**config.mk**
```make
export PLATFORM = sky130hd
export DESIGN_NAME = cadec_link
export DESIGN_NICKNAME = d
export VERILOG_FILES = /design/src/rtl/cadec_pkg.sv /design/src/rtl/cadec_hamm_enc.sv /design/src/rtl/cadec_hamm_dec.sv /design/src/rtl/cadec_enc.sv /design/src/rtl/cadec_dec.sv /design/src/rtl/cadec_link.sv
export SDC_FILE = /design/constraint.sdc
export NUM_CORES = 1
export LEC_CHECK = 0
export BUFFER_PORTS_ARGS = -buffer_cell sky130_fd_sc_hd__buf_2
export CAP_MARGIN = 20
export CELL_PAD_IN_SITES_DETAIL_PLACEMENT = 2
export CELL_PAD_IN_SITES_GLOBAL_PLACEMENT = 2
export CORE_MARGIN = 10
export CORE_UTILIZATION = 34
export DETAILED_ROUTE_END_ITERATION = 12
export HOLD_SLACK_MARGIN = 0.08
export PLACE_DENSITY = 0.85
export SLEW_MARGIN = 10
export SYNTH_ARGS = -nofsm -noshare
export SYNTH_HDL_FRONTEND = slang
export SYNTH_SLANG_ARGS = --single-unit
```
**constraint.sdc**
```tcl
create_clock -name clk -period 1.3 [get_ports clk]
set_input_delay 0.195 -clock clk [delete_from_list [all_inputs] [get_ports clk]]
set_output_delay 0.195 -clock clk [all_outputs]
set_load 0.05 [all_outputs]
```
**src/rtl/cadec_pkg.sv**
```systemverilog
package cadec_pkg;

  typedef enum logic {
    SEL_COPY1 = 1'b0,
    SEL_COPY2 = 1'b1
  } cadec_sel_e;

  // Smallest check-bit count whose codeword positions all get a unique syndrome.
  function automatic int chk_bits(input int dw);
    int p;
    p = 0;
    while ((1 << p) < dw + p + 1) p++;
    return p;
  endfunction

  function automatic bit is_pow2(input int v);
    return (v > 0) && ((v & (v - 1)) == 0);
  endfunction

  // Flit bit index carried at a non-power-of-two codeword position.
  function automatic int data_slot(input int pos);
    int n;
    n = 0;
    for (int q = 1; q < pos; q++) begin
      if (!is_pow2(q)) n++;
    end
    return n;
  endfunction

endpackage

```
**src/rtl/cadec_hamm_enc.sv**
```systemverilog
module cadec_hamm_enc
  import cadec_pkg::*;
#(
  parameter  int DATA_W = 32,
  localparam int CHK_W  = chk_bits(DATA_W),
  localparam int CW_W   = DATA_W + CHK_W
) (
  input  logic [DATA_W-1:0] data,
  output logic [CW_W-1:0]   cw
);

  // Flit bits that feed check bit k.
  function automatic logic [DATA_W-1:0] cover_mask(input int k);
    logic [DATA_W-1:0] m;
    m = '0;
    for (int pos = 1; pos <= CW_W; pos++) begin
      if (!is_pow2(pos) && (((pos >> k) & 1) == 1)) m[data_slot(pos)] = 1'b1;
    end
    return m;
  endfunction

  for (genvar pos = 1; pos <= CW_W; pos++) begin : g_pos
    if (is_pow2(pos)) begin : g_chk
      localparam logic [DATA_W-1:0] MASK = cover_mask($clog2(pos));
      assign cw[pos-1] = ^(data & MASK);
    end else begin : g_dat
      assign cw[pos-1] = data[data_slot(pos)];
    end
  end

endmodule

```
**src/rtl/cadec_hamm_dec.sv**
```systemverilog
module cadec_hamm_dec
  import cadec_pkg::*;
#(
  parameter  int DATA_W = 32,
  localparam int CHK_W  = chk_bits(DATA_W),
  localparam int CW_W   = DATA_W + CHK_W,
  localparam int IDX_W  = $clog2(CW_W)
) (
  input  logic [CW_W-1:0]   cw,
  output logic [CHK_W-1:0]  syn,
  output logic [DATA_W-1:0] data
);

  // Codeword positions whose index has bit k set.
  function automatic logic [CW_W-1:0] pos_mask(input int k);
    logic [CW_W-1:0] m;
    m = '0;
    for (int pos = 1; pos <= CW_W; pos++) begin
      if (((pos >> k) & 1) == 1) m[pos-1] = 1'b1;
    end
    return m;
  endfunction

  for (genvar k = 0; k < CHK_W; k++) begin : g_syn
    localparam logic [CW_W-1:0] MASK = pos_mask(k);
    assign syn[k] = ^(cw & MASK);
  end

  logic [CW_W-1:0]  fixed;
  logic [IDX_W-1:0] flip_idx;

  always_comb begin
    fixed    = cw;
    flip_idx = IDX_W'(syn - 1'b1);
    if ((syn != '0) && (int'(syn) <= CW_W)) fixed[flip_idx] = ~cw[flip_idx];
  end

  for (genvar pos = 1; pos <= CW_W; pos++) begin : g_ext
    if (!is_pow2(pos)) begin : g_dat
      assign data[data_slot(pos)] = fixed[pos-1];
    end
  end

endmodule

```
**src/rtl/cadec_enc.sv**
```systemverilog
module cadec_enc
  import cadec_pkg::*;
#(
  parameter  int DATA_W = 32,
  localparam int CHK_W  = chk_bits(DATA_W),
  localparam int CW_W   = DATA_W + CHK_W,
  localparam int WIRE_W = 2 * CW_W + 1
) (
  input  logic              clk,
  input  logic              rst_n,
  input  logic              in_valid,
  input  logic [DATA_W-1:0] in_data,
  output logic              out_valid,
  output logic [WIRE_W-1:0] out_wires
);

  logic [CW_W-1:0]   cw;
  logic [WIRE_W-1:0] spread;
  logic [WIRE_W-1:0] wires_nxt;
  logic              valid_nxt;

  cadec_hamm_enc #(.DATA_W(DATA_W)) u_hamm (
    .data (in_data),
    .cw   (cw)
  );

  for (genvar i = 0; i < CW_W; i++) begin : g_dup
    assign spread[2*i]   = cw[i];
    assign spread[2*i+1] = cw[i];
  end
  assign spread[WIRE_W-1] = ^cw;

  always_comb begin
    valid_nxt = in_valid;
    wires_nxt = out_wires;
    if (in_valid) wires_nxt = spread;
  end

  always_ff @(posedge clk or negedge rst_n) begin
    if (!rst_n) begin
      out_valid <= 1'b0;
      out_wires <= '0;
    end else begin
      out_valid <= valid_nxt;
      out_wires <= wires_nxt;
    end
  end

  // Independent syndrome over the first copy of the registered word.
  logic [CHK_W-1:0] c1_syn;
  always_comb begin
    c1_syn = '0;
    for (int pos = 1; pos <= CW_W; pos++) begin
      if (out_wires[2*(pos-1)]) c1_syn = c1_syn ^ CHK_W'(pos);
    end
  end

  AST_ENC_CODEWORD: assert property (@(posedge clk) disable iff (!rst_n)
    out_valid |-> (c1_syn == '0));
  AST_ENC_LATENCY: assert property (@(posedge clk) disable iff (!rst_n)
    in_valid |=> out_valid);
  AST_ENC_HOLD: assert property (@(posedge clk) disable iff (!rst_n)
    !in_valid |=> (!out_valid && $stable(out_wires)));
  always @(posedge clk) begin
    if (!rst_n) AST_ENC_RESET_IDLE: assert (!out_valid);
  end

endmodule

```
**src/rtl/cadec_dec.sv**
```systemverilog
module cadec_dec
  import cadec_pkg::*;
#(
  parameter  int DATA_W = 32,
  localparam int CHK_W  = chk_bits(DATA_W),
  localparam int CW_W   = DATA_W + CHK_W,
  localparam int WIRE_W = 2 * CW_W + 1
) (
  input  logic              clk,
  input  logic              rst_n,
  input  logic              in_valid,
  input  logic [WIRE_W-1:0] in_wires,
  output logic              out_valid,
  output logic [DATA_W-1:0] out_data,
  output logic              out_fixed,
  output logic              out_fail
);

  logic [CW_W-1:0]   copy1, copy2;
  logic              par_wire;
  logic [CHK_W-1:0]  syn1, syn2;
  logic [DATA_W-1:0] data1, data2;

  for (genvar i = 0; i < CW_W; i++) begin : g_split
    assign copy1[i] = in_wires[2*i];
    assign copy2[i] = in_wires[2*i+1];
  end
  assign par_wire = in_wires[WIRE_W-1];

  cadec_hamm_dec #(.DATA_W(DATA_W)) u_dec1 (
    .cw   (copy1),
    .syn  (syn1),
    .data (data1)
  );

  cadec_hamm_dec #(.DATA_W(DATA_W)) u_dec2 (
    .cw   (copy2),
    .syn  (syn2),
    .data (data2)
  );

  // Even parity of copy 1 plus the parity wire means copy 1 holds 0 or 2
  // errors; a zero syndrome then rules out 2, otherwise copy 2 is clean.
  logic       par_ok;
  cadec_sel_e sel;
  logic       valid_nxt, fixed_nxt, fail_nxt;
  logic [DATA_W-1:0] data_nxt;

  always_comb begin
    par_ok    = ~(^copy1 ^ par_wire);
    sel       = (par_ok && (syn1 == '0)) ? SEL_COPY1 : SEL_COPY2;
    valid_nxt = in_valid;
    data_nxt  = out_data;
    fixed_nxt = out_fixed;
    fail_nxt  = out_fail;
    if (in_valid) begin
      data_nxt  = (sel == SEL_COPY1) ? data1 : data2;
      fixed_nxt = !par_ok || (syn1 != '0) || (copy1 != copy2);
      fail_nxt  = par_ok && (syn1 != '0) && (syn2 != '0);
    end
  end

  always_ff @(posedge clk or negedge rst_n) begin
    if (!rst_n) begin
      out_valid <= 1'b0;
      out_data  <= '0;
      out_fixed <= 1'b0;
      out_fail  <= 1'b0;
    end else begin
      out_valid <= valid_nxt;
      out_data  <= data_nxt;
      out_fixed <= fixed_nxt;
      out_fail  <= fail_nxt;
    end
  end

  AST_DEC_LATENCY: assert property (@(posedge clk) disable iff (!rst_n)
    in_valid |=> out_valid);
  AST_DEC_HOLD: assert property (@(posedge clk) disable iff (!rst_n)
    !in_valid |=> (!out_valid && $stable(out_data) && $stable(out_fixed) && $stable(out_fail)));
  AST_DEC_FAIL_FLAGGED: assert property (@(posedge clk) disable iff (!rst_n)
    (out_valid && out_fail) |-> out_fixed);
  AST_DEC_CLEAN_WORD: assert property (@(posedge clk) disable iff (!rst_n)
    (in_valid && (copy1 == copy2) && par_ok && (syn1 == '0)) |=> (!out_fixed && !out_fail));
  always @(posedge clk) begin
    if (!rst_n) AST_DEC_RESET_IDLE: assert (!out_valid);
  end

endmodule

```
**src/rtl/cadec_link.sv**
```systemverilog
module cadec_link
  import cadec_pkg::*;
#(
  parameter  int DATA_W = 32,
  localparam int CHK_W  = chk_bits(DATA_W),
  localparam int CW_W   = DATA_W + CHK_W,
  localparam int WIRE_W = 2 * CW_W + 1
) (
  input  logic              clk,
  input  logic              rst_n,
  input  logic              tx_valid,
  input  logic [DATA_W-1:0] tx_flit,
  output logic              tx_wires_valid,
  output logic [WIRE_W-1:0] tx_wires,
  input  logic              rx_valid,
  input  logic [WIRE_W-1:0] rx_wires,
  output logic              rx_flit_valid,
  output logic [DATA_W-1:0] rx_flit,
  output logic              rx_repaired,
  output logic              rx_unrecoverable
);

  cadec_enc #(.DATA_W(DATA_W)) u_enc (
    .clk       (clk),
    .rst_n     (rst_n),
    .in_valid  (tx_valid),
    .in_data   (tx_flit),
    .out_valid (tx_wires_valid),
    .out_wires (tx_wires)
  );

  cadec_dec #(.DATA_W(DATA_W)) u_dec (
    .clk       (clk),
    .rst_n     (rst_n),
    .in_valid  (rx_valid),
    .in_wires  (rx_wires),
    .out_valid (rx_flit_valid),
    .out_data  (rx_flit),
    .out_fixed (rx_repaired),
    .out_fail  (rx_unrecoverable)
  );

endmodule

```
==> results of run 1 <==
-- routing by layer --
layer	overflow	track usage
met3	2	0.441
met4	8	0.671
met5	0	0.202
met2	12	0.825
met1	0	0.599
-- stage by stage --
step / TNS [ns] / utilization / hold slack (ns) / setup WS [ns]
2_1_floorplan: -75.79 / - / -0.101 / -2.70
3_3_place_gp: -85.43 / 0.481 / 0.112 / -2.77
3_5_place_dp: -101.75 / 0.481 / 0.120 / -3.28
4_1_cts: -79.92 / 0.542 / 0.0984 / -2.70
-- logic make-up after synthesis --
group | after synthesis
and+or+nand+nor | 148
AOI/OAI and AO/OA | 132
buffers and inverters | 100
xor gates and xnor gates | 216
DFF | 75
adders and majority gates | 3
muxes | 59
-- cell usage after synthesis, types with 7 or more instances --
cell / instances / share of area
xnor2_1: 140 / 0.17
xnor3_1: 22 / 0.068
nand2b_1: 11 / 0.0094
and2_1: 10 / 0.0085
xor2_1: 35 / 0.042
clkbuf_1: 39 / 0.020
buf_2: 10 / 0.0068
nand3_1: 8 / 0.0055
a31oi_1: 25 / 0.021
dfrtp_1: 75 / 0.26
mux2i_1: 25 / 0.034
nand2_1: 24 / 0.012
a221oi_1: 7 / 0.0084
nor2_1: 29 / 0.015
nand4_1: 10 / 0.0085
a21oi_1: 34 / 0.023
inv_1: 8 / 0.0041
mux2_2: 32 / 0.049
and3_1: 26 / 0.022
buf_4: 38 / 0.039
-- timing repair --
action                                  4_1_cts
hold endpoints to repair                     32
hold buffers                                  1
pin swaps                                    35
resized for setup                           136
endpoints found under the setup margin       45
cloned                                        3
setup buffers                                27
==> flow_summary_export.csv, run 1 <==
group,metric,value,unit
placement,place.gp.congestion,0.979,
synthesis,postSynthCellCount,733,
floorplan,start_util,0.348,
floorplan,die-height,167,um
synthesis,synth_ff_type,"dfrtp_1",
placement,placed_cell_area,10100,um^2
synthesis,avgSynthCellArea,10.0,um^2
synthesis,yosysWarningCount,0,
synthesis,synthSimpleGateAreaFrac,0.109,
clock_network,clock-sinks,75,
global_route,groute.usage.overall,0.629,
run_status,error,"[ERROR GRT-0232] Routing congestion too high. Check the congestion heatmap in the GUI.",
clock_network,h-tree-depth,3,
synthesis,synth_compound_area_frac,0.134,
global_route,grt-ovfl-total,22,
run_status,outcome,"stopped before the end",
placement,io_buffers,225,
synthesis,syn_nets,849,
synthesis,ys_seq_elements,75,
floorplan,die_w,167,um
synthesis,synthAdderAreaFrac,0.00512,
synthesis,synth_top_family_by_area,"XOR/XNOR gates",
synthesis,post_synth_instance_area,7330,um^2
synthesis,yosysUniqueCellTypes,68,
run_status,stop_stage,"global routing",
synthesis,synth-xor-area-share,0.331,
synthesis,synth_mux_area_frac,0.0894,
synthesis,seq_area_frac_synth,0.256,
sta,worstEpCategory,"register input",
floorplan,row_count,53,
synthesis,async_flop_share,1.00,
clock_network,clockBufferDepth,2,
sta,crit_endpoint,"u_dec.out_data[14]$_DFFE_PN0P_/D",
clock_network,cts_buffers,9,
global_route,grt_max_degree,44,
synthesis,synth_edf_count,0,
global_route,grt_antenna_before_repair,11,
clock_network,root_buffer,"clkbuf_16",
placement,dp_cells,1370,
placement,hpwl,36300,um
floorplan,ios,226,
==> inputs of run 2 (changes only) <==
--- a/config.mk
+++ b/config.mk
@@ -7,13 +7,10 @@
 export LEC_CHECK = 0
 export BUFFER_PORTS_ARGS = -buffer_cell sky130_fd_sc_hd__buf_2
 export CAP_MARGIN = 20
-export CELL_PAD_IN_SITES_DETAIL_PLACEMENT = 2
-export CELL_PAD_IN_SITES_GLOBAL_PLACEMENT = 2
 export CORE_MARGIN = 10
-export CORE_UTILIZATION = 34
+export CORE_UTILIZATION = 39
 export DETAILED_ROUTE_END_ITERATION = 12
-export HOLD_SLACK_MARGIN = 0.08
-export PLACE_DENSITY = 0.85
+export PLACE_DENSITY_LB_ADDON = 0.15
 export SLEW_MARGIN = 10
 export SYNTH_ARGS = -nofsm -noshare
 export SYNTH_HDL_FRONTEND = slang
==> run 2 against run 1 <==
The flow now finishes, with violations (setup timing). Area after synthesis did not move. Synthesized cell count did not move.
==> flow_summary_export.csv, run 2 <==
group,metric,value,unit
pwr,clockPowerShare,0.103,
synthesis,yosysMostFrequentCell,"xnor2_1",
pwr,powerDensity,2370,nW/um^2
clock_network,clock-sinks,75,
synthesis,yosysTopAreaCell,"dfrtp_1",
synthesis,yosys-top-cells-count,"xnor2_1, dfrtp_1, clkbuf_1, buf_4, xor2_1",
synthesis,post_synth_instance_area,7330,um^2
pwr,power_frac_seq,0.120,
drt,ant_nets,0,
sta,layout_setup_ws,-2.28,ns
sta,fmax,0.279,GHz
run_status,violations,"setup timing",
clock_network,root_buffer,"clkbuf_16",
floorplan,start_util,0.395,
worst_setup_path,crit_arrival,3.85,ns
worst_setup_path,required,1.58,ns
global_route,groute.usage.overall,0.223,
worst_setup_path,r2r_slack,0.36,ns
synthesis,synth_ff_type,"dfrtp_1",
sta,slew-limit-headroom,0.655,
final_layout,final_nets,1218,
pwr,p_int,0.0135,W
sta,drv_slew,0,
sta,worst_pin_slew,0.505,ns
clock_network,clockBufferDepth,2,
pwr,leakage,5.24,nW
synthesis,postSynthCellCount,733,
worst_setup_path,cpPeakStageDelay,0.53,ns
global_route,grt_max_degree,44,
sta,setup_tns,-66.98,ns
floorplan,row_count,50,
placement,dp_slack,-2.79,ns
sta,finalHoldViolations,0,
floorplan,core,18600,um^2
placement,hpwl,23400,um
final_layout,reg_top3,"u_enc.out_wires x39, u_dec.out_data x32",
worst_setup_path,cp-start-kind,"primary input",
final_layout,area_growth,49.7,%
final_layout,top_register,"u_enc.out_wires",
synthesis,ys_seq_elements,75,
placement,place.gp.congestion,0.969,
drt,via_per_inst,5.15,
global_route,grt_antenna_before_repair,1,
worst_setup_path,crit_family,"XOR/XNOR gates",
synthesis,syn_nets,849,
synthesis,async_flop_share,1.00,
worst_setup_path,timing.rr.start,"u_dec.out_data[17]$_DFFE_PN0P_",
final_layout,final_cell_mix,"buf_2, buf_4, xnor2_1, dfrtp_1, a21oi_1",
floorplan,die-height,157,um
sta,grt_setup_unrepaired,"true",
sta,fin_crit_sh,2.75,
clock_network,cts_tree,"yes",
worst_setup_path,cp_max_fo,16,
hold_path,min_from,"tx_flit[29]",
pwr,combPwrFrac,0.778,
synthesis,synth.top_cell.area_share,0.256,
final_layout,drive_gt1_frac,0.535,
pwr,power.switching,0.0125,W
worst_setup_path,endpoint_kind,"flip-flop",
drt,remaining_drc_errors,0,
global_route,grt_pass1_wl,42100,um
drt,wl_per_cell,21.3,um
synthesis,yosysWarningCount,0,
sta,finClkSkew,0,ns
final_layout,fillCellCount,1673,
placement,placed_cell_area,9930,um^2
floorplan,die-area,24700,um^2
drt,dr.pass1.iters,5,
final_layout,largest_reg_flops,39,
drt,drt_iter0_drc,552,
worst_setup_path,path_class,"in2reg",
worst_setup_path,worst-path-buf-inv,5,
synthesis,yosysUniqueCellTypes,68,
clock_network,h-tree-depth,3,
sta,layout_min_cycle_time,3.58,ns
synthesis,synth_edf_count,0,
synthesis,avgSynthCellArea,10.0,um^2
synthesis,seq_area_frac_synth,0.256,
worst_setup_path,slowest_stage,"or4b_4",
hold_path,whs_path_depth,2,
clock_network,clk_pin_slew,0.07,ns
run_status,outcome,"finished with violations",
clock_network,cts_buffers,9,
final_layout,layout_commonest_cell,"buf_2",
sta,fin_hold_ws,0.0996,ns
floorplan,ios,226,
final_layout,fin_area,11000,um^2
global_route,grt-ovfl-total,0,
placement,io_buffers,225,
drt,drt_wl_total,28600,um
clock_network,clock_latency,0.35,ns
global_route,grt_pass1_vias,6968,
synthesis,ys_top_cells_by_area,"dfrtp_1, xnor2_1, xnor3_1, mux2_2, xor2_1",
worst_setup_path,cp_cell_sequence,"buf_4 -> xnor2_2 -> xnor3_1 -> xnor2_1 -> xnor2_1 -> inv_2 -> ha_4 -> xor3_1 -> xnor3_1 -> xor3_1 -> buf_12 -> buf_4 -> mux2i_2 -> and4bb_4 -> or4b_4 -> buf_12 -> a41oi_2",
flow_run,cap_violations,0,
hold_path,holdPathEnd,"u_enc.out_wires[71]$_DFFE_PN0P_",
worst_setup_path,reg2reg_to,"u_dec.out_data[17]$_DFFE_PN0P_",
floorplan,die_w,157,um
drt,dr_total_vias,6912,
sta,setup_viol,34,
pwr,switching_share,0.480,
hold_path,hp-class,"in2reg",
pwr,vdd.ir_drop.worst,2.21,mV
worst_setup_path,ff2ff_path_depth,2,
[run 2: cell counts after synthesis]
Identical to the previous run, type by type.
[run 2: cells by family (layout without fill, tap and decap cells)]
kind of cell,after synthesis,after routing,synth area share
AO/OA/AOI/OAI,132,133,0.134
XOR/XNOR,216,216,0.331
AND/OR/NAND/NOR,148,148,0.109
flip-flops,75,75,0.256
adder cells (fa/ha/maj),3,3,0.00512
buffers and inverters,100,473,0.0756
multiplexers,59,59,0.0894
other,0,1,0
[run 2: how the worst max path moves through the flow]
stage	end	slack, ns	from	depth (start not counted)
floorplan	u_dec.out_data[25]$_DFFE_PN0P_	-2.70	rx_wires[25]	21
global placement	u_dec.out_data[14]$_DFFE_PN0P_	-2.70	rx_wires[43]	16
detailed placement	u_dec.out_data[14]$_DFFE_PN0P_	-2.79	rx_wires[43]	16
CTS	u_dec.out_data[14]$_DFFE_PN0P_	-2.24	rx_wires[35]	16
global route	u_dec.out_data[14]$_DFFE_PN0P_	-2.42	rx_wires[41]	18
finish	u_dec.out_data[14]$_DFFE_PN0P_	-2.28	rx_wires[49]	17
[run 2: metrics by stage]
stage / total power [W] / instances / util
after floorplan: 0.0150 / 733 / -
after global placement: 0.0210 / 1307 / 0.534
after detailed placement: 0.0211 / 1307 / 0.534
after CTS: 0.0254 / 1336 / 0.572
after global routing: 0.0274 / 1342 / 0.591
final: 0.0260 / 1342 / 0.591
[run 2: metal layers]
metal	share of wire	up-vias	track usage	routed length, um
li1	-	3299	-	-
met1	0.43	3342	0.301	12400
met2	0.49	254	0.368	14000
met3	0.067	17	0.0388	1910
met4	0.0094	0	0.0450	270
met5	0	-	0	0
[run 2: layout make-up]
| cell class | instances | area (um^2) | share of cell area |
|---|---|---|---|
| multi-input combinational | 559 | 5400 | 0.493 |
| timing repair buffer | 448 | 3050 | 0.278 |
| sequential | 75 | 1880 | 0.171 |
| tap | 234 | 293 | 0.0267 |
| clock buffer | 10 | 239 | 0.0218 |
| clock inverter | 6 | 71.3 | 0.00650 |
| inverter | 9 | 33.8 | 0.00308 |
| antenna | 1 | 2.50 | 0.000228 |
[run 2: worst reg2reg max path, stage by stage, from the launching register on]
cell and delay [ns]:
dfrtp_1 0.39, a221oi_1 0.38, a41oi_2 0.05
[run 2: repair_timing]
action / CTS / global route
gates resized for setup: 52 / 54
hold buffers: 1 / 0
pin swaps: 22 / 29
endpoints found under the setup margin: 35 / 40
gates cloned: 2 / 0
buffers inserted: 11 / 6
endpoints found under the hold margin: 14 / 0
[run 2: power by group through the flow]
stage | Combinational [W] | Clock [W] | Sequential [W]
floorplan | 0.0103 | 0 | 0.00469
global placement | 0.0179 | 0 | 0.00314
detailed placement | 0.0180 | 0 | 0.00315
CTS | 0.0196 | 0.00271 | 0.00311
global route | 0.0214 | 0.00281 | 0.00317
finish | 0.0202 | 0.00267 | 0.00311
Note: power is estimated with default switching activity, not from simulation.
==> inputs of run 3 (changes only) <==
--- a/config.mk
+++ b/config.mk
@@ -11,6 +11,7 @@
 export CORE_UTILIZATION = 39
 export DETAILED_ROUTE_END_ITERATION = 12
 export PLACE_DENSITY_LB_ADDON = 0.15
+export SETUP_SLACK_MARGIN = 0.15
 export SLEW_MARGIN = 10
 export SYNTH_ARGS = -nofsm -noshare
 export SYNTH_HDL_FRONTEND = slang
==> run 3 against run 2 <==
The run still ends with setup timing left. Cell area up 9.8%. Count of clock-buffer cells in the layout unchanged. Critical path type unchanged. Core utilization up 5.8 points. Final cell count up 2.8%. Setup slack worse by 0.086 ns. Fmax down 2.4%. Total power up 7.2%. Via count up 2.6%. First-iteration DRC count down 22%. Global-route usage up 0.14 points. Sequential share of layout area down 1.5 points. Die area unchanged.
==> flow_summary_export.csv, run 3 (synthesis gave the netlist of run 2 again) <==
group,metric,value,unit
run_status,outcome,"finished with violations",
run_status,violations,"setup timing",
clock_network,clk_pin_slew,0.06,ns
worst_setup_path,worst-path-buf-inv,3,
sta,layout_min_cycle_time,3.67,ns
sta,worst_pin_slew,0.664,ns
worst_setup_path,path_class,"in2reg",
worst_setup_path,path_common_cell,"xnor3_1",
drt,ant_nets,0,
worst_setup_path,cp-start-kind,"primary input",
sta,fmax,0.273,GHz
flow_run,cap_violations,0,
final_layout,layout_commonest_cell,"buf_4",
sta,slew-limit-headroom,0.554,
worst_setup_path,endpoint_kind,"flip-flop",
global_route,grt_pass1_wl,42600,um
placement,dp_cells,1324,
final_layout,top_register,"u_enc.out_wires",
sta,finalHoldViolations,0,
floorplan,core,18600,um^2
floorplan,die-height,157,um
drt,via_per_inst,5.14,
worst_setup_path,cp_max_fo,14,
worst_setup_path,crit_arrival,3.92,ns
global_route,grt-ovfl-total,0,
final_layout,area_growth,64.3,%
clock_network,clock_latency,0.34,ns
clock_network,cts_buffers,9,
pwr,leakage,5.71,nW
pwr,powerDensity,2310,nW/um^2
clock_network,clock-sinks,75,
clock_network,cts_tree,"yes",
global_route,grt_max_degree,44,
floorplan,row_count,50,
final_layout,drive_gt1_frac,0.559,
sta,finClkSkew,0,ns
drt,dr.pass1.iters,5,
hold_path,hp-class,"in2reg",
worst_setup_path,required,1.56,ns
pwr,finalPower,0.0279,W
drt,dr_total_vias,7094,
sta,layout_setup_ws,-2.37,ns
drt,remaining_drc_errors,0,
worst_setup_path,slowest_stage,"or4b_4",
sta,fin_crit_sh,2.82,
global_route,grt_antenna_before_repair,1,
final_layout,final_nets,1255,
clock_network,root_buffer,"clkbuf_16",
sta,fin_hold_ws,0.105,ns
drt,drt_iter0_drc,432,
sta,drv_slew,0,
global_route,grt_pass1_vias,7229,
worst_setup_path,crit_family,"XOR/XNOR gates",
final_layout,reg_top3,"u_enc.out_wires x39, u_dec.out_data x32",
placement,hpwl,23400,um
floorplan,start_util,0.395,
final_layout,post-route-util,0.648,
final_layout,largest_reg_flops,39,
final_layout,layout.cells.non_filler,1379,
pwr,vdd.ir_drop.worst,2.55,mV
clock_network,clockBufferDepth,2,
final_layout,final_cell_mix,"buf_4, buf_6, xnor2_1, buf_2, dfrtp_1",
drt,drt_wl_total,29300,um
sta,setup_viol,35,
placement,place.gp.congestion,0.945,
clock_network,h-tree-depth,3,
drt,wl_per_cell,21.2,um
worst_setup_path,cp_cell_sequence,"buf_6 -> xnor3_1 -> xnor3_1 -> xnor2_2 -> xor2_4 -> ha_4 -> xor3_1 -> xnor3_1 -> xor3_2 -> buf_12 -> o31a_1 -> o211ai_1 -> nor3b_1 -> or4b_4 -> buf_12 -> a41oi_1",
floorplan,die_w,157,um
global_route,groute.usage.overall,0.224,
sta,grt_setup_unrepaired,"true",
placement,io_buffers,225,
floorplan,ios,226,
floorplan,die-area,24700,um^2
worst_setup_path,cpPeakStageDelay,0.51,ns
-- run 3: cell types whose count changed in the layout (fill, tap and decap cells not counted), sizes merged --
cell / change
clkinvlp: -1
buf: +38
clkbuf: +1
bufinv: -1
o2111a: -1
clkinv: +2
bufbuf: -1
-- run 3: what timing repair did --
action / CTS / global route
hold endpoints to repair: 20 / 0
resized for setup: 214 / 116
gates cloned: 0 / 1
hold buffers: 1 / 0
setup buffers: 22 / 14
setup endpoints to repair: 151 / 115
pin swaps: 41 / 43
-- run 3: final cells by class --
class / instances / area, um^2
clock buffers: 10 / 239
fillers: 1487 / 6540
clock inverters: 6 / 47.5
inverters: 9 / 33.8
repair buffers: 486 / 4010
multi-input cells: 558 / 5540
diodes: 1 / 2.50
flip-flops and latches: 75 / 1880
well taps: 234 / 293
-- run 3: final timing paths --
path | startpoint | depth (start not counted) | slack, ns | end
hold / removal | tx_flit[22] | 2 | 0.11 | u_enc.out_wires[55]$_DFFE_PN0P_
setup reg to reg | u_dec.out_data[16]$_DFFE_PN0P_ | 2 | 0.34 | u_dec.out_data[16]$_DFFE_PN0P_
hold reg to reg | u_dec.out_fixed$_DFFE_PN0P_ | 1 | 0.49 | u_dec.out_fixed$_DFFE_PN0P_
min in group asynchronous | rst_n | 2 | 0.33 | u_dec.out_data[19]$_DFFE_PN0P_
setup / recovery | rx_wires[35] | 16 | -2.37 | u_dec.out_data[14]$_DFFE_PN0P_
max in group asynchronous | rst_n | 3 | 0.48 | u_dec.out_fixed$_DFFE_PN0P_
-- run 3: power breakdown --
group          switching, W  total (W)  internal (W)
clock               0.00109    0.00245       0.00136
sequential         0.000432    0.00322       0.00279
combinational        0.0114     0.0222        0.0108
-- run 3: metrics by stage --
step,worst slack [ns],area [um^2],TNS [ns]
floorplan,-2.70,7570,-75.74
global placement,-2.73,10200,-84.26
detailed placement,-2.75,10200,-85.08
CTS,-2.30,11400,-66.58
global route,-2.47,12000,-72.76
finish,-2.37,12000,-68.85
-- run 3: per-layer routing --
metal  wire length [um]  vias to the layer above  GRT usage
li1                   -                     3371          -
met1              12300                     3449      0.290
met2              14600                      250      0.379
met3               1920                       24     0.0426
met4                422                        0     0.0516
met5                  0                        -          0
==> inputs of run 4 (changes only) <==
==> constraint.sdc (replaced) <==
create_clock -name clk -period 4.7 [get_ports clk]
set_input_delay 0.705 -clock clk [delete_from_list [all_inputs] [get_ports clk]]
set_output_delay 0.705 -clock clk [all_outputs]
set_load 0.05 [all_outputs]
==> run 4 against run 3 <==
The flow now finishes without violations. Setup slack better by 2.7 ns. Clock power is 70% lower. Cell area is 27% lower. Critical path type unchanged. Critical endpoint is now u_dec.out_data[15]$_DFFE_PN0P_. Largest cell class unchanged. Largest power group unchanged.
==> flow_summary_export.csv, run 4 (synthesis gave the netlist of run 2 again) <==
group,metric,value,unit
global_route,grt_pass1_wl,39500,um
clock_network,root_buffer,"clkbuf_16",
sta,slew-limit-headroom,0.406,
sta,fmax,0.231,GHz
sta,finalHoldViolations,0,
drt,drt_wl_total,26400,um
final_layout,layout_commonest_cell,"buf_2",
clock_network,cts_buffers,9,
worst_setup_path,reg2reg_to,"u_dec.out_data[24]$_DFFE_PN0P_",
flow_run,cap_violations,0,
sta,grt_setup_unrepaired,"false",
sta,setup_viol,0,
floorplan,die-area,24700,um^2
drt,drt_iter0_drc,416,
clock_network,clock-sinks,75,
sta,finClkSkew,0,ns
drt,dr_total_vias,6235,
sta,layout_setup_ws,0.379,ns
global_route,grt_max_degree,76,
clock_network,ctsHoldBuffers,0,
final_layout,largest_reg_flops,39,
worst_setup_path,endpoint_kind,"flip-flop",
drt,remaining_drc_errors,0,
floorplan,core,18600,um^2
floorplan,ios,226,
pwr,switching_share,0.533,
floorplan,die-height,157,um
pwr,vdd.ir_drop.worst,0.538,mV
final_layout,drive_gt1_frac,0.370,
floorplan,start_util,0.395,
pwr,clockPowerShare,0.126,
final_layout,top_register,"u_enc.out_wires",
worst_setup_path,r2r_slack,3.72,ns
sta,drv_slew,0,
drt,wl_per_cell,23.0,um
pwr,power_frac_seq,0.146,
final_layout,final_cell_mix,"buf_2, xnor2_1, dfrtp_1, xor2_1, a21oi_1",
final_layout,reg_top3,"u_enc.out_wires x39, u_dec.out_data x32",
final_layout,final_nets,1024,
run_status,outcome,"finished clean",
clock_network,clockBufferDepth,2,
worst_setup_path,worstSetupStartpoint,"rx_wires[69]",
clock_network,cts_tree,"yes",
placement,hpwl,21500,um
global_route,groute.usage.overall,0.210,
clock_network,clk_pin_slew,0.07,ns
sta,fin_crit_sh,0.919,
pwr,leakage,4.01,nW
final_layout,area_growth,20.4,%
worst_setup_path,required,4.96,ns
clock_network,h-tree-depth,3,
global_route,grt_pass1_vias,6439,
floorplan,die_w,157,um
global_route,grt-ovfl-total,0,
pwr,powerDensity,660,nW/um^2
clock_network,post-cts-setup-buffer-count,0,
sta,worst_pin_slew,0.892,ns
placement,place.gp.congestion,0.991,
floorplan,row_count,50,
worst_setup_path,cp_max_fo,18,
drt,dr.pass1.iters,4,
clock_network,cts_resized,0,
worst_setup_path,ff2ff_path_depth,4,
placement,dp_slack,0.0281,ns
clock_network,clock_latency,0.35,ns
worst_setup_path,cp-start-kind,"primary input",
sta,layout_min_cycle_time,4.32,ns
pwr,p_int,0.00272,W
pwr,combPwrFrac,0.728,
drt,via_per_inst,5.43,
worst_setup_path,timing.rr.start,"u_dec.out_data[24]$_DFFE_PN0P_",
sta,setup_tns,0,ns
global_route,grt_antenna_before_repair,2,
pwr,power.switching,0.00310,W
drt,ant_nets,0,
worst_setup_path,path_class,"in2reg",
placement,io_buffers,225,
worst_setup_path,crit_arrival,4.58,ns
worst_setup_path,cp-endpoint,"u_dec.out_data[15]$_DFFE_PN0P_",
hold_path,hp-class,"in2async",
[run 4: power groups by stage]
stage / Sequential, W / Clock [W] / Combinational [W]
6_report: 0.000851 / 0.000737 / 0.00424
3_3_place_gp: 0.000862 / 0 / 0.00418
2_1_floorplan: 0.00130 / 0 / 0.00282
3_5_place_dp: 0.000865 / 0 / 0.00418
4_1_cts: 0.000853 / 0.000761 / 0.00420
5_1_grt: 0.000872 / 0.000789 / 0.00449
[run 4: metal layers]
layer | vias up | global-route usage | wire length, um
met5 | - | 0 | 15
met1 | 3031 | 0.284 | 11700
li1 | 2906 | - | -
met3 | 35 | 0.0521 | 2120
met2 | 261 | 0.319 | 12000
met4 | 2 | 0.0757 | 557
[run 4: critical path: stages]
cell and delay (ns):
buf_2 0.13, xnor3_2 0.50, xnor2_2 0.18, xnor2_2 0.28
xor2_4 0.20, ha_4 0.19, xor3_1 0.22, xnor3_1 0.21
xor3_1 0.26, buf_12 0.18, o31a_1 0.24, o211ai_1 0.22
nor3b_1 0.08, or4b_1 0.51, buf_4 0.23, a41oi_1 0.22
[run 4: worst min path at each step]
| stage | startpoint | to | cells after the start |
|---|---|---|---|
| 2_1_floorplan | rst_n | u_dec.out_data[0]$_DFFE_PN0P_ | 0 |
| 6_report | rst_n | u_dec.out_fail$_DFFE_PN0P_ | 1 |
| 3_5_place_dp | u_dec.out_data[9]$_DFFE_PN0P_ | u_dec.out_data[9]$_DFFE_PN0P_ | 1 |
| 4_1_cts | u_dec.out_data[7]$_DFFE_PN0P_ | u_dec.out_data[7]$_DFFE_PN0P_ | 2 |
| 3_3_place_gp | u_dec.out_fixed$_DFFE_PN0P_ | u_dec.out_fixed$_DFFE_PN0P_ | 1 |
| 5_1_grt | rst_n | u_dec.out_fail$_DFFE_PN0P_ | 1 |
[run 4: stage by stage]
step | std cells | area (um^2) | hold slack, ns | power [W] | util
floorplan | 733 | 7370 | 0.409 | 0.00412 | -
global placement | 1130 | 8480 | 0.466 | 0.00504 | 0.457
detailed placement | 1130 | 8480 | 0.483 | 0.00505 | 0.457
finish | 1148 | 8820 | 0.207 | 0.00583 | 0.475
CTS | 1146 | 8790 | 0.498 | 0.00581 | 0.473
global route | 1148 | 8820 | 0.204 | 0.00615 | 0.475
[run 4: layout make-up]
cell class | instances | area (um^2)
multi-input cells | 558 | 4920
clock inverters | 6 | 72.6
well taps | 234 | 293
fillers | 1784 | 9760
flip-flops and latches | 75 | 1880
repair buffers | 255 | 1390
clock buffers | 10 | 239
diodes | 1 | 2.50
inverters | 9 | 33.8
